$ cat src/rtl/rfsh_pkg.sv
package rfsh_pkg;

  typedef enum logic [3:0] {
    S_PAUSE, S_IDLE, S_REQ, S_CASLEAD, S_HOLD, S_RASREST, S_PRECH, S_SRLOW, S_SREXIT
  } rfsh_state_e;

  typedef enum logic [1:0] {
    K_REFRESH, K_WAKE, K_BURST, K_SELF
  } rfsh_kind_e;

  typedef enum logic [2:0] {
    L_CASLEAD, L_CASHOLD, L_RASREST, L_PRECH, L_SRMIN, L_SREXIT
  } rfsh_load_e;

  typedef struct packed {
    logic       load;       // reload the phase counter
    rfsh_load_e sel;        // which length to load
    logic       clrRows;    // restart the wake/burst counter
    logic       incRows;    // one wake/burst pulse finished
    logic       decPend;    // one slot refresh finished
    logic       clrPend;    // drop pending slots and restart the slot timer
    logic       runTimer;   // slot timer may advance
    logic       ackRewake;  // re-wake request taken
  } rfsh_strobe_t;

endpackage

$ cat src/rtl/rfsh_datapath.sv
module rfsh_datapath
  import rfsh_pkg::*;
#(
  parameter int PAUSE_CYC    = 25000,
  parameter int SLOT_CYC     = 1950,
  parameter int RAS_LOW_CYC  = 8,
  parameter int RAS_PRE_CYC  = 5,
  parameter int CAS_LEAD_CYC = 1,
  parameter int CAS_HOLD_CYC = 2,
  parameter int WAKE_CNT     = 8,
  parameter int SR_MIN_CYC   = 12500,
  parameter int SR_EXIT_CYC  = 13,
  parameter int ROW_CNT      = 2048,
  parameter int PEND_MAX     = 8
) (
  input  logic         clk,
  input  logic         rstN,
  input  rfsh_strobe_t stb,
  output logic         phaseZero,
  output logic         pendNonZero,
  output logic         wakeDone,
  output logic         burstDone,
  output logic         rewakeReq,
  output logic         errFlag
);

  localparam int MAX_AB = (PAUSE_CYC > SR_MIN_CYC) ? PAUSE_CYC : SR_MIN_CYC;
  localparam int MAXV   = (MAX_AB > SLOT_CYC) ? MAX_AB : SLOT_CYC;
  localparam int CNT_W  = $clog2(MAXV + 1);
  localparam int ROWMAX = (ROW_CNT > WAKE_CNT) ? ROW_CNT : WAKE_CNT;
  localparam int ROWS_W = $clog2(ROWMAX + 1);
  localparam int PEND_W = $clog2(PEND_MAX + 1);

  logic [CNT_W-1:0]  phaseCnt, loadVal;
  logic [CNT_W-1:0]  slotCnt;
  logic [ROWS_W-1:0] rowCnt;
  logic [PEND_W-1:0] pendCnt;
  logic              slotTick, pendFull, pendDec;

  // Phase lengths: the state lasts exactly N cycles after a load of N-1.
  always_comb begin
    case (stb.sel)
      L_CASLEAD: loadVal = CNT_W'(CAS_LEAD_CYC - 1);
      L_CASHOLD: loadVal = CNT_W'(CAS_HOLD_CYC - 1);
      L_RASREST: loadVal = CNT_W'(RAS_LOW_CYC - CAS_HOLD_CYC - 1);
      L_PRECH:   loadVal = CNT_W'(RAS_PRE_CYC - 1);
      L_SRMIN:   loadVal = CNT_W'(SR_MIN_CYC - 1);
      L_SREXIT:  loadVal = CNT_W'(SR_EXIT_CYC - 1);
      default:   loadVal = '0;
    endcase
  end

  always_ff @(posedge clk) begin
    if (!rstN)                phaseCnt <= CNT_W'(PAUSE_CYC - 1);
    else if (stb.load)        phaseCnt <= loadVal;
    else if (phaseCnt != '0)  phaseCnt <= phaseCnt - 1'b1;
  end
  assign phaseZero = (phaseCnt == '0);

  // Slot timer
  assign slotTick = stb.runTimer && (slotCnt == CNT_W'(SLOT_CYC - 1));

  always_ff @(posedge clk) begin
    if (!rstN || !stb.runTimer || stb.clrPend) slotCnt <= '0;
    else if (slotTick)                         slotCnt <= '0;
    else                                       slotCnt <= slotCnt + 1'b1;
  end

  // Pending slots with overflow detection
  assign pendFull = (pendCnt == PEND_W'(PEND_MAX));
  assign pendDec  = stb.decPend && (pendCnt != '0);

  always_ff @(posedge clk) begin
    if (!rstN) begin
      pendCnt   <= '0;
      rewakeReq <= 1'b0;
      errFlag   <= 1'b0;
    end else begin
      if (stb.ackRewake) rewakeReq <= 1'b0;
      if (stb.clrPend) begin
        pendCnt <= '0;
      end else if (slotTick && pendFull) begin
        pendCnt   <= '0;
        rewakeReq <= 1'b1;
        errFlag   <= 1'b1;
      end else if (slotTick && !pendDec) begin
        pendCnt <= pendCnt + 1'b1;
      end else if (!slotTick && pendDec) begin
        pendCnt <= pendCnt - 1'b1;
      end
    end
  end
  assign pendNonZero = (pendCnt != '0);

  // Wake / burst pulse counter
  always_ff @(posedge clk) begin
    if (!rstN || stb.clrRows) rowCnt <= '0;
    else if (stb.incRows)     rowCnt <= rowCnt + 1'b1;
  end

  generate
    if (WAKE_CNT > 1) begin : g_wake_multi
      assign wakeDone = (rowCnt == ROWS_W'(WAKE_CNT - 1));
    end else begin : g_wake_single
      assign wakeDone = 1'b1;
    end
  endgenerate
  assign burstDone = (rowCnt == ROWS_W'(ROW_CNT - 1));

  p_pend_bound_r7: assert property (@(posedge clk) disable iff (!rstN)
    pendCnt <= PEND_W'(PEND_MAX));

  p_err_sticky_r8: assert property (@(posedge clk) disable iff (!rstN)
    errFlag |=> errFlag);

  p_overflow_rewake_r8: assert property (@(posedge clk) disable iff (!rstN)
    $rose(errFlag) |-> rewakeReq);

endmodule

$ cat src/rtl/rfsh_control.sv
module rfsh_control
  import rfsh_pkg::*;
(
  input  logic         clk,
  input  logic         rstN,
  input  logic         busGrant,
  input  logic         srEnter,
  input  logic         srExit,
  input  logic         burstOnExit,
  input  logic         phaseZero,
  input  logic         pendNonZero,
  input  logic         wakeDone,
  input  logic         burstDone,
  input  logic         rewakeReq,
  output rfsh_strobe_t stb,
  output logic         busReq,
  output logic         rasN,
  output logic         casN,
  output logic         initDone,
  output logic         srActive
);

  rfsh_state_e state, stateNext;
  rfsh_kind_e  kind, kindNext;
  logic        initNext;

  always_comb begin
    stateNext = state;
    kindNext  = kind;
    initNext  = initDone;
    stb       = '0;
    stb.sel   = L_CASLEAD;
    stb.runTimer = initDone && (kind == K_REFRESH);

    case (state)
      S_PAUSE: if (phaseZero) begin
        stateNext   = S_REQ;
        kindNext    = K_WAKE;
        stb.clrRows = 1'b1;
      end
      S_IDLE: begin
        if (rewakeReq) begin
          stateNext     = S_REQ;
          kindNext      = K_WAKE;
          initNext      = 1'b0;
          stb.clrRows   = 1'b1;
          stb.ackRewake = 1'b1;
        end else if (pendNonZero) begin
          stateNext = S_REQ;
          kindNext  = K_REFRESH;
        end else if (srEnter) begin
          stateNext = S_REQ;
          kindNext  = K_SELF;
        end
      end
      S_REQ: begin
        if (kind == K_REFRESH && rewakeReq) begin
          kindNext      = K_WAKE;
          initNext      = 1'b0;
          stb.clrRows   = 1'b1;
          stb.ackRewake = 1'b1;
        end else if (busGrant) begin
          stateNext = S_CASLEAD;
          stb.load  = 1'b1;
          stb.sel   = L_CASLEAD;
        end
      end
      S_CASLEAD: if (phaseZero) begin
        stateNext = S_HOLD;
        stb.load  = 1'b1;
        stb.sel   = L_CASHOLD;
      end
      S_HOLD: if (phaseZero) begin
        stb.load = 1'b1;
        if (kind == K_SELF) begin
          stateNext   = S_SRLOW;
          stb.sel     = L_SRMIN;
          stb.clrPend = 1'b1;
        end else begin
          stateNext = S_RASREST;
          stb.sel   = L_RASREST;
        end
      end
      S_RASREST: if (phaseZero) begin
        stateNext = S_PRECH;
        stb.load  = 1'b1;
        stb.sel   = L_PRECH;
      end
      S_PRECH: if (phaseZero) begin
        case (kind)
          K_REFRESH: begin
            stb.decPend = 1'b1;
            if (rewakeReq) begin
              stateNext     = S_REQ;
              kindNext      = K_WAKE;
              initNext      = 1'b0;
              stb.clrRows   = 1'b1;
              stb.ackRewake = 1'b1;
            end else begin
              stateNext = S_IDLE;
            end
          end
          K_WAKE: begin
            if (wakeDone) begin
              stateNext = S_IDLE;
              kindNext  = K_REFRESH;
              initNext  = 1'b1;
            end else begin
              stateNext   = S_REQ;
              stb.incRows = 1'b1;
            end
          end
          K_BURST: begin
            if (burstDone) begin
              stateNext = S_IDLE;
              kindNext  = K_REFRESH;
            end else begin
              stateNext   = S_REQ;
              stb.incRows = 1'b1;
            end
          end
          default: begin
            stateNext = S_IDLE;
            kindNext  = K_REFRESH;
          end
        endcase
      end
      S_SRLOW: if (phaseZero && srExit) begin
        stateNext = S_SREXIT;
        stb.load  = 1'b1;
        stb.sel   = L_SREXIT;
      end
      S_SREXIT: if (phaseZero) begin
        if (burstOnExit) begin
          stateNext   = S_REQ;
          kindNext    = K_BURST;
          stb.clrRows = 1'b1;
        end else begin
          stateNext = S_IDLE;
          kindNext  = K_REFRESH;
        end
      end
      default: stateNext = S_IDLE;
    endcase
  end

  always_ff @(posedge clk) begin
    if (!rstN) begin
      state    <= S_PAUSE;
      kind     <= K_REFRESH;
      initDone <= 1'b0;
    end else begin
      state    <= stateNext;
      kind     <= kindNext;
      initDone <= initNext;
    end
  end

  assign rasN     = !(state == S_HOLD || state == S_RASREST || state == S_SRLOW);
  assign casN     = !(state == S_CASLEAD || state == S_HOLD || state == S_SRLOW);
  assign busReq   = !(state == S_PAUSE || state == S_IDLE);
  assign srActive = (state == S_SRLOW) || (state == S_SREXIT) ||
                    (kind == K_BURST && state != S_IDLE);

  p_cas_leads_r4: assert property (@(posedge clk) disable iff (!rstN)
    $fell(rasN) |-> (!casN && $past(!casN)));

  p_strobe_granted_r5: assert property (@(posedge clk) disable iff (!rstN)
    (!rasN || !casN) |-> busGrant);

  p_ready_after_wake_r3: assert property (@(posedge clk) disable iff (!rstN)
    $rose(initDone) |-> $past(state == S_PRECH && kind == K_WAKE));

  p_sr_min_hold_r9: assert property (@(posedge clk) disable iff (!rstN)
    (state == S_SRLOW && !phaseZero) |=> (!rasN && !casN));

  p_no_req_in_pause_r2: assert property (@(posedge clk) disable iff (!rstN)
    !initDone && !phaseZero && $stable(initDone) && !busReq |=> !$rose(rasN));

endmodule

$ cat src/rtl/dram_refresh_sched.sv
module dram_refresh_sched
  import rfsh_pkg::*;
#(
  parameter int PAUSE_CYC    = 25000,
  parameter int SLOT_CYC     = 1950,
  parameter int RAS_LOW_CYC  = 8,
  parameter int RAS_PRE_CYC  = 5,
  parameter int CAS_LEAD_CYC = 1,
  parameter int CAS_HOLD_CYC = 2,
  parameter int WAKE_CNT     = 8,
  parameter int SR_MIN_CYC   = 12500,
  parameter int SR_EXIT_CYC  = 13,
  parameter int ROW_CNT      = 2048,
  parameter int PEND_MAX     = 8
) (
  input  logic clk,
  input  logic rstN,
  input  logic busGrant,
  input  logic srEnter,
  input  logic srExit,
  input  logic burstOnExit,
  output logic busReq,
  output logic rasN,
  output logic casN,
  output logic initDone,
  output logic srActive,
  output logic errFlag
);

  rfsh_strobe_t stb;
  logic phaseZero, pendNonZero, wakeDone, burstDone, rewakeReq;

  rfsh_control ctrl_i (
    .clk, .rstN, .busGrant, .srEnter, .srExit, .burstOnExit,
    .phaseZero, .pendNonZero, .wakeDone, .burstDone, .rewakeReq,
    .stb, .busReq, .rasN, .casN, .initDone, .srActive
  );

  rfsh_datapath #(
    .PAUSE_CYC(PAUSE_CYC), .SLOT_CYC(SLOT_CYC), .RAS_LOW_CYC(RAS_LOW_CYC),
    .RAS_PRE_CYC(RAS_PRE_CYC), .CAS_LEAD_CYC(CAS_LEAD_CYC), .CAS_HOLD_CYC(CAS_HOLD_CYC),
    .WAKE_CNT(WAKE_CNT), .SR_MIN_CYC(SR_MIN_CYC), .SR_EXIT_CYC(SR_EXIT_CYC),
    .ROW_CNT(ROW_CNT), .PEND_MAX(PEND_MAX)
  ) dp_i (
    .clk, .rstN, .stb, .phaseZero, .pendNonZero, .wakeDone, .burstDone,
    .rewakeReq, .errFlag
  );

endmodule

$ cat config.mk
export PLATFORM = sky130hd
export DESIGN_NAME = dram_refresh_sched
export DESIGN_NICKNAME = d
export VERILOG_FILES = /design/src/rtl/rfsh_pkg.sv /design/src/rtl/rfsh_datapath.sv /design/src/rtl/rfsh_control.sv /design/src/rtl/dram_refresh_sched.sv
export SDC_FILE = /design/constraint.sdc
export NUM_CORES = 1
export LEC_CHECK = 0
export ABC_AREA = 0
export BUFFER_PORTS_ARGS = -buffer_cell sky130_fd_sc_hd__buf_2
export CORE_AREA = 2 2 95 97
export DETAILED_ROUTE_END_ITERATION = 6
export DIE_AREA = 0 0 97 99
export HOLD_SLACK_MARGIN = 0.15
export REMOVE_ABC_BUFFERS = 1
export SYNTH_ARGS = -nofsm -noshare
export SYNTH_HDL_FRONTEND = slang
export SYNTH_SLANG_ARGS = --single-unit
$ cat constraint.sdc
create_clock -name clk -period 7.95 [get_ports clk]
set_input_delay 0.795 -clock clk [delete_from_list [all_inputs] [get_ports clk]]
set_output_delay 0.795 -clock clk [all_outputs]
set_load 0.1 [all_outputs]
==> summary.md <==
| Metric | Value |
|---|---|
| Num CTS Buffers | 5 |
| Vias | roughly 3000 |
| Syn Inst Count | between 400 and 500 |
| HPWL after detailed placement | 5.783 mm |
| Antenna Nets Post-Route | 0 |
| Pin count of the biggest net entering global routing | 24 |
| Final period util | about two fifths |
| Slew Limit Fails | 0 |
| Worst-path clk slew | 0.11 ns |
| Rel. slew slack | between 30% and 40% |
| RR Startpoint | dp_i.phaseCnt[0] |
| Clock network power share | a little over a quarter |
| Final setup TNS | 0 ns |
| Placeable Area | approximately 0.0086 mm^2 |
| Count of final hold-check violations | 0 |
| Top cells by area, synth | dfxtp_1, ha_1, nor2_1 |
| Crit-path max cell delay | between 0.4 and 0.5 ns |
| Post-synth top area share | 32.59% |
| Final setup viols | 0 |
| First-pass GRT wire length | around 14 mm |
| Syn Area/Cell | ~8.3 um^2 |
| Drt first-iter violations | ~130 |
| Clock Tree Root | clkbuf_8 |
| Min-delay worst type | register to register |
| Global placement routability congestion | ~0.84 |
| Register-to-Register Path Depth | 13 |
| Stages on worst setup path | 13 |
| Die X-Extent | between 90 and 100 um |
| Crit path capture type | register |
| Post-Syn Area | between 0.003 and 0.004 mm^2 |
| Die Y | just under 100 um |
| Critical Path Source Type | register |
| CP top delay family | simple AND/OR/NAND/NOR gates |
| Leading area contributor after synthesis | dfxtp_1 |
| Multi-input gate area | around 0.0022 mm^2 |
| GRT Residual Overflow | 0 |
| Critical Path Start | dp_i.phaseCnt[0] |
| Hold Buf Count CTS | 0 |
| Worst Path Required | around 8.2 ns |
| Drt total wl | 7.822 mm |
| Number of port buffers | 11 |
| Post-CTS setup buffers | 0 |
| Placed insts | slightly above 500 |
| Internal Power | 0.4630 mW |
| Clk sinks | 55 |
| Final worst slack | approximately 4.7 ns |
| Initial antenna violation count | 0 |
| Area delta synth->final | 7.148% |
| Cell area after layout | roughly 0.0036 mm^2 |
| DR pass1 iterations | 4 |
| Outcome | finished, final reports clean |
| Fraction of layout cells with a size suffix above 1 | a little under 9% |
| R2r setup slk | 4.72 ns |
| Flop pwr share | between 40 and 50% |
| Routed length per instance | roughly 15 um |
| Critical path peak fanout | 17 |
| Post-CTS resize count | 0 |
| Max Fclk | just over 300 MHz |
| Main synth FF type | dfxtp_1 |
| Layout Utilization | a little over two fifths |
| Area after detailed placement | ~0.0035 mm^2 |
| P_leak | between 1 and 1.5 nW |
| Finished Layout Cells | 518 |
| Unrepaired setup endpoints after global routing | no |
| Critical path arrival | ~3.5 ns |
| Number of enable flip-flop cells after synthesis | 0 |
| Highest-delay cell along the critical path | or3_1 |
| Nets | 428 |
| Max Cap Viol | 0 |
| DRC violations left | 0 |
| Worst clock skew | between 0.01 and 0.015 ns |
| Initial Utilization | approximately 40% |
| Vias in the first global route | 2853 |
| CP cell instances | inv_1, ha_1, nor4b_4, nand4_4, or3_1, ha_1, inv_1, ha_1, a21o_1, a21oi_1, xnor2_1, or3_1, a21oi_1 |
| Worst-case clock buffer depth | 2 |
| Synth warn | 0 |
| Rows | 34 |
| Ys async rst share | 0% |
| Routed vias/inst | about 5.8 |
| Final Power | 0.7198 mW |
| Combinational power share | 27.9% |
| Most common cell on crit path | ha_1 |
| Sequential cell area | 0.001101 mm^2 |
| Clock latency reported for the late side of the worst-skew pair | about 0.31 ns |
| FILL cells | 880 |
| Max rail drop VDD | approximately 0.000079 V |
| Sw Share | between 30% and 40% |
| Most frequent cells after synthesis | dfxtp_1, nor2_1, nand2_1 |
| Hold Path Origin | dp_i.errFlag |
| CTS tree | yes |
| Crit Path Class | register to register |
| Worst-margin pin slew | roughly 1 ns |
| H-tree depth reported by CTS | 2 |
| Gr usage total | roughly 17% |
| Ant diodes | 0 |
| Crit path capture | dp_i.pendCnt[3] |
| Post-synthesis register bit count | 55 |
| Switching Power | 0.2567 mW |
| Buf+Inv Stages, Crit Path | 2 |
| Synth cell types | 69 |
| Num ports | 12 |
| Reg2reg end | dp_i.pendCnt[3] |
| Fin Hold WS | 0.4510 ns |
| Final Critical Period | approximately 3.2 ns |
| Die Area | 0.009603 mm^2 |
| Power Density | 198.9 mW/mm^2 |
| Register area share after synthesis | roughly 33% |
| Dpl ws | ~4.7 ns |
| Most frequent cell after synthesis | dfxtp_1 |
==> power groups by stage <==
stage / Combinational (mW) / Sequential (mW) / Clock [mW]
global route: 0.221 / 0.332 / 0.210
CTS: 0.199 / 0.326 / 0.202
global placement: 0.197 / 0.332 / 0
detailed placement: 0.198 / 0.332 / 0
finish: 0.201 / 0.327 / 0.192
floorplan: 0.160 / 0.324 / 0
==> kinds of logic (layout without fill, tap and decap cells) <==
group	count (synthesis)	after routing	share of synthesized area (%)
xor+xnor	30	30	7.778
simple gates	177	177	29.93
compound gates	97	97	19.70
fa+ha+maj	13	13	5.037
buf+inv	29	33	3.444
mux	5	5	1.519
flops	55	55	32.59
==> cell type report <==
type                    count  area share, %
clock buffers               5          1.901
clock inverters             3          1.279
inverters                  14          1.452
multi-input cells         322          59.70
flip-flops and latches     55          30.42
well taps                 108          3.733
repair buffers             11          1.521
==> tightest hold or removal path, stage by stage (launching register included) <==
cell and delay (ns):
dfxtp_1 0.32, inv_1 0.04, a21oi_1 0.05
==> sequential cells by signal, indices dropped and copies added, names as in the netlist <==
| name | count |
|---|---|
| dp_i.rowCnt | 12 |
| ctrl_i.kind | 2 |
| dp_i.phaseCnt | 15 |
| ctrl_i.initDone | 1 |
| ctrl_i.state | 4 |
| dp_i.errFlag | 1 |
| dp_i.rewakeReq | 1 |
| dp_i.pendCnt | 4 |
| dp_i.slotCnt | 15 |
==> how the worst min path moves through the flow <==
stage,to,cells after the start
6_report,dp_i.errFlag,2
5_1_grt,dp_i.errFlag,2
4_1_cts,dp_i.errFlag,2
3_5_place_dp,dp_i.errFlag,2
3_3_place_gp,dp_i.errFlag,2
2_1_floorplan,dp_i.slotCnt[0],1
==> per-layer routing <==
layer	wire length (um)	share of wire [%]	track usage [%]	up-vias
li1	-	-	-	1506
met1	3771	48	23.13	1438
met2	3741	48	27.51	44
met3	259	3.3	2.979	4
met4	51	0.65	3.359	0
met5	0	0	0	-
==> placed cells by master, fill, tap and decap left out, drive strengths merged, types with 3 or more instances in the layout <==
| cell type | instances |
|---|---|
| clkbuf | 5 |
| nand4 | 10 |
| or3 | 11 |
| nor3b | 3 |
| and4 | 4 |
| nor2 | 40 |
| xnor2 | 16 |
| a211oi | 8 |
| nand3b | 6 |
| o31ai | 5 |
| o21ai | 20 |
| nor2b | 5 |
| nand3 | 19 |
| or2 | 5 |
| a21o | 5 |
| xor2 | 14 |
| buf | 11 |
| or4 | 4 |
| dfxtp | 55 |
| nand2 | 34 |
| a21oi | 28 |
| nor3 | 10 |
| mux2i | 4 |
| inv | 15 |
| ha | 12 |
| nor4 | 11 |
No activity file was read; power rests on OpenSTA's default activity.
